File: src/rtl/irq_qual_pkg.sv
package irq_qual_pkg;
  localparam int NUM_REGS   = 4;
  localparam int SEL_W      = $clog2(NUM_REGS);
  localparam int IE_BIT     = 0;
  localparam int EXL_BIT    = 1;
  localparam int ERL_BIT    = 2;
  localparam int VEC_BIT    = 6;
  localparam int EXEMPT_BIT = 10;

  typedef enum logic [SEL_W-1:0] {
    SEL_STATUS = 2'd0,
    SEL_CAUSE  = 2'd1,
    SEL_CONFIG = 2'd2,
    SEL_THREAD = 2'd3
  } reg_sel_e;
endpackage

File: src/rtl/irq_state_regs.sv
module irq_state_regs #(
  parameter int DATA_W = 32,
  parameter int NREGS  = 4,
  localparam int SW    = $clog2(NREGS)
) (
  input  logic                         clk_i,
  input  logic                         rst_ni,
  input  logic                         wr_en_i,
  input  logic [SW-1:0]                wr_sel_i,
  input  logic [DATA_W-1:0]            wr_data_i,
  output logic [NREGS-1:0][DATA_W-1:0] regs_o
);
  for (genvar g = 0; g < NREGS; g++) begin : g_reg
    logic [DATA_W-1:0] q;
    always_ff @(posedge clk_i or negedge rst_ni) begin
      if (!rst_ni) q <= '0;
      else if (wr_en_i && wr_sel_i == SW'(g)) q <= wr_data_i;
    end
    assign regs_o[g] = q;
  end
endmodule

File: src/rtl/irq_enable_gate.sv
module irq_enable_gate #(
  parameter int DATA_W = 32
) (
  input  logic [DATA_W-1:0] status_i,
  input  logic [DATA_W-1:0] thread_i,
  input  logic              debug_mode_i,
  output logic              en_o
);
  import irq_qual_pkg::*;
  always_comb begin
    en_o = status_i[IE_BIT] & ~status_i[EXL_BIT] & ~status_i[ERL_BIT]
         & ~debug_mode_i & ~thread_i[EXEMPT_BIT];
  end
endmodule

File: src/rtl/irq_pend_eval.sv
module irq_pend_eval #(
  parameter int PEND_W = 8
) (
  input  logic [PEND_W-1:0] pend_i,
  input  logic [PEND_W-1:0] mask_i,
  input  logic              vec_mode_i,
  output logic              pend_o
);
  logic line_hit, level_hit;
  always_comb begin
    line_hit  = |(pend_i & mask_i);
    level_hit = pend_i > mask_i; // both unsigned
    pend_o    = vec_mode_i ? level_hit : line_hit;
  end
endmodule

File: src/rtl/irq_qualifier.sv
module irq_qualifier #(
  parameter int DATA_W  = 32,
  parameter int PEND_LO = 8,
  parameter int PEND_W  = 8
) (
  input  logic                             clk_i,
  input  logic                             rst_ni,
  input  logic                             wr_en_i,
  input  logic [irq_qual_pkg::SEL_W-1:0]   wr_sel_i,
  input  logic [DATA_W-1:0]                wr_data_i,
  input  logic                             debug_mode_i,
  output logic                             irq_o
);
  import irq_qual_pkg::*;
  localparam int PEND_HI = PEND_LO + PEND_W - 1;

  logic [NUM_REGS-1:0][DATA_W-1:0] regs;
  logic [DATA_W-1:0] status_q, cause_q, config_q, thread_q;
  logic en, pend, irq_q;

  irq_state_regs #(.DATA_W(DATA_W), .NREGS(NUM_REGS)) u_regs (
    .clk_i, .rst_ni, .wr_en_i, .wr_sel_i, .wr_data_i, .regs_o(regs)
  );

  assign status_q = regs[SEL_STATUS];
  assign cause_q  = regs[SEL_CAUSE];
  assign config_q = regs[SEL_CONFIG];
  assign thread_q = regs[SEL_THREAD];

  irq_enable_gate #(.DATA_W(DATA_W)) u_gate (
    .status_i(status_q), .thread_i(thread_q), .debug_mode_i, .en_o(en)
  );

  irq_pend_eval #(.PEND_W(PEND_W)) u_pend (
    .pend_i(cause_q[PEND_HI:PEND_LO]), .mask_i(status_q[PEND_HI:PEND_LO]),
    .vec_mode_i(config_q[VEC_BIT]), .pend_o(pend)
  );

  always_ff @(posedge clk_i or negedge rst_ni) begin
    if (!rst_ni) irq_q <= 1'b0;
    else         irq_q <= en & pend;
  end
  assign irq_o = irq_q;
endmodule

File: config.mk
export PLATFORM = sky130hd
export DESIGN_NAME = irq_qualifier
export DESIGN_NICKNAME = d
export VERILOG_FILES = /design/src/rtl/irq_qual_pkg.sv /design/src/rtl/irq_state_regs.sv /design/src/rtl/irq_enable_gate.sv /design/src/rtl/irq_pend_eval.sv /design/src/rtl/irq_qualifier.sv
export SDC_FILE = /design/constraint.sdc
export NUM_CORES = 1
export LEC_CHECK = 0
export BUFFER_PORTS_ARGS = -buffer_cell sky130_fd_sc_hd__buf_2
export CAP_MARGIN = 20
export CORE_ASPECT_RATIO = 0.9
export CORE_MARGIN = 5
export CORE_UTILIZATION = 60
export CTS_CLUSTER_DIAMETER = 30
export CTS_CLUSTER_SIZE = 14
export DETAILED_ROUTE_END_ITERATION = 10
export PLACE_DENSITY_LB_ADDON = 0.12
export SLEW_MARGIN = 30
export SYNTH_ARGS = -nofsm -noshare
export SYNTH_HDL_FRONTEND = slang
export SYNTH_HIERARCHICAL = 1
export SYNTH_SLANG_ARGS = --single-unit
File: constraint.sdc
create_clock -name clk_i -period 1.8 [get_ports clk_i]
set_input_delay 0.54 -clock clk_i [delete_from_list [all_inputs] [get_ports clk_i]]
set_output_delay 0.54 -clock clk_i [all_outputs]
set_load 0.005 [all_outputs]
==> metrics.yaml <==
final_period_minus_worst_setup_slack_ps: 1480
synth_nets: 152
hpwlAfterDp_um: 1560
grt_pass1_wl_um: 3470
worst_ep_required_time_ps: 2000
worst_pin_slew_ps: 480
setup_total_negative_slack_ps: 0
worst_r2r_startpoint: "u_regs/g_reg[1].q[14]"
final_global_route_overflow_total: 0
vias_per_cell: 5.35
vias: 749
critical_path_data_arrival_time_ps: 1670
relSlewSlack_pct: 68.0
r2r_end: "irq_o"
status: "finished, final reports clean"
total_leakage_power_uw: 0.000683
drt-met1-wl_um: 897
die-area_mm2: 0.00307
setup.worst_path.start_class: "flop"
layout.nets: 171
number_of_instances_in_the_synthesized_netlist: 98
post-cts-setup-buffers: 0
via_count_of_the_first_global_routing_pass: 791
yosysWarnings: 6
final.period_utilization_pct: 82.0
clock_latency_ps: 290
holdBufCountCts: 0
synthesis.area_per_instance_um2: 12.6
cts-root-buf: "clkbuf_4"
firstDrtPassIters: 3
final_layout_size_suffix_gt1_share_pct: 44.3
timing.critical_path.fanout_max: 3
starting_drc_count_in_detailed_routing: 5
cts.htree.levels: 1
rsz0062_at_grt: "no"
cts.sink_count: 22
place_congestion: 0.737
maxClockFrequency_mhz: 678
place.port_buffers: 18
place_inst: 137
setup-violations-final: 0
power.density_cell_area_mw_per_mm2: 905
crit_type: "reg -> reg"
insertedDiodeCount: 0
end_kind: "flop"
fp.dieH_um: 53.1
wl_met3_um: 86
met2_wirelength_um: 918
hp-class: "in -> async"
setup.reg_to_reg.worst_slack_ps: 320
final_max_slew_viol_count: 0
num_io_pins: 39
core_area_mm2: 0.00193
cts.path.max_buffers: 2
grtUsageTotal_pct: 15.4
final_antenna_net_count: 0
total_power_uw: 1230
die_width_um: 57.9
vdd_ir_drop_max_uv: 640
start_util_pct: 64.1
timing.max_cap.violations: 0
placement_rows: 15
wire_per_inst_um: 13.7
antenna_found_initial: 0
layout-area-overhead-vs-synth_pct: 10.0
drt-total-wl_um: 1920
finClkSkew_ps: 3.22
worst_setup_hold_path_clk_slew_ps: 110
final-hold-violation-count: 0
stdcell_count: 140
reg2reg_depth: 6
cts_inserted_buffers: 3
remaining_drc_errors: 0
synthesis.area_mm2: 0.00124
topRoutingLayerUsed: "met4"
ctsResizeCount: 0
maximum_number_of_pins_on_one_net_before_global_route_repair: 23
clock_tree_from_tritoncts: "built"
==> worst max-delay path by stage <==
stage	start	to	slack [ps]	cells after the start
final	u_regs/g_reg[1].q[14]	irq_o	320	6
after global routing	u_regs/g_reg[0].q[14]	irq_o	250	7
after detailed placement	wr_sel_i[1]	u_regs/g_reg[0].q[12]	260	4
after global placement	wr_sel_i[1]	u_regs/g_reg[0].q[13]	280	4
after floorplan	wr_sel_i[1]	u_regs/g_reg[0].q[10]	430	3
after CTS	u_regs/g_reg[1].q[14]	irq_o	320	6
==> power by group <==
part | internal [µW] | switching, µW
clock | 77.9 | 132
sequential | 585 | 71.9
combinational | 200 | 166
total | 863 | 370
==> routing by layer <==
metal | global-route usage [%] | vias to the layer above
li1 | - | 374
met1 | 18.5 | 361
met2 | 26.3 | 12
met3 | 3.41 | 2
met4 | 6.95 | 0
met5 | 0 | -
==> sequential cells by signal (all words and copies together), names as in the netlist <==
register	cells
u_regs/g.q	21
irq_o	1
==> cell usage in the layout, fill, tap and decap left out <==
cell type	n
dfrtp_1	22
o211ai_2	2
nand4_1	1
and4_4	1
buf_2	18
a21oi_1	1
nor3b_2	1
and2b_1	1
nand3b_1	2
o21ai_1	1
nor4_2	1
mux2_2	21
nor2_1	2
nor4_1	1
buf_4	2
nand4_2	1
clkbuf_4	3
nand2b_1	1
and2_1	1
nor2b_1	1
ha_1	16
a21oi_2	1
nand3_1	2
and3_1	1
inv_1	9
nor3_1	1
o21a_1	1
==> cell type report <==
| type | instances | area (µm²) |
|---|---|---|
| clock buffer | 3 | 22.5 |
| fill | 154 | 571 |
| inverter | 9 | 33.8 |
| multi-input combinational | 61 | 619 |
| sequential | 22 | 551 |
| tap | 25 | 31.3 |
| timing repair buffer | 20 | 105 |
==> worst max-delay path, cell delays in order, from the launching register on <==
cell	delay [ps]
dfrtp_1	420
ha_1	340
a21oi_1	180
o211ai_2	110
nor2_1	130
a21oi_2	70
and2_1	130
==> per-stage QoR <==
stage               setup WS (ps)  area, µm²  utilization [%]  hold slack [ps]
floorplan                     435       1240                -              244
finish                        324       1360             70.5              181
global route                  254       1360             70.5              209
CTS                           318       1360             70.5              193
global placement              284       1340             69.3              493
detailed placement            257       1340             69.3              505
(Power assumes the default switching activity.)
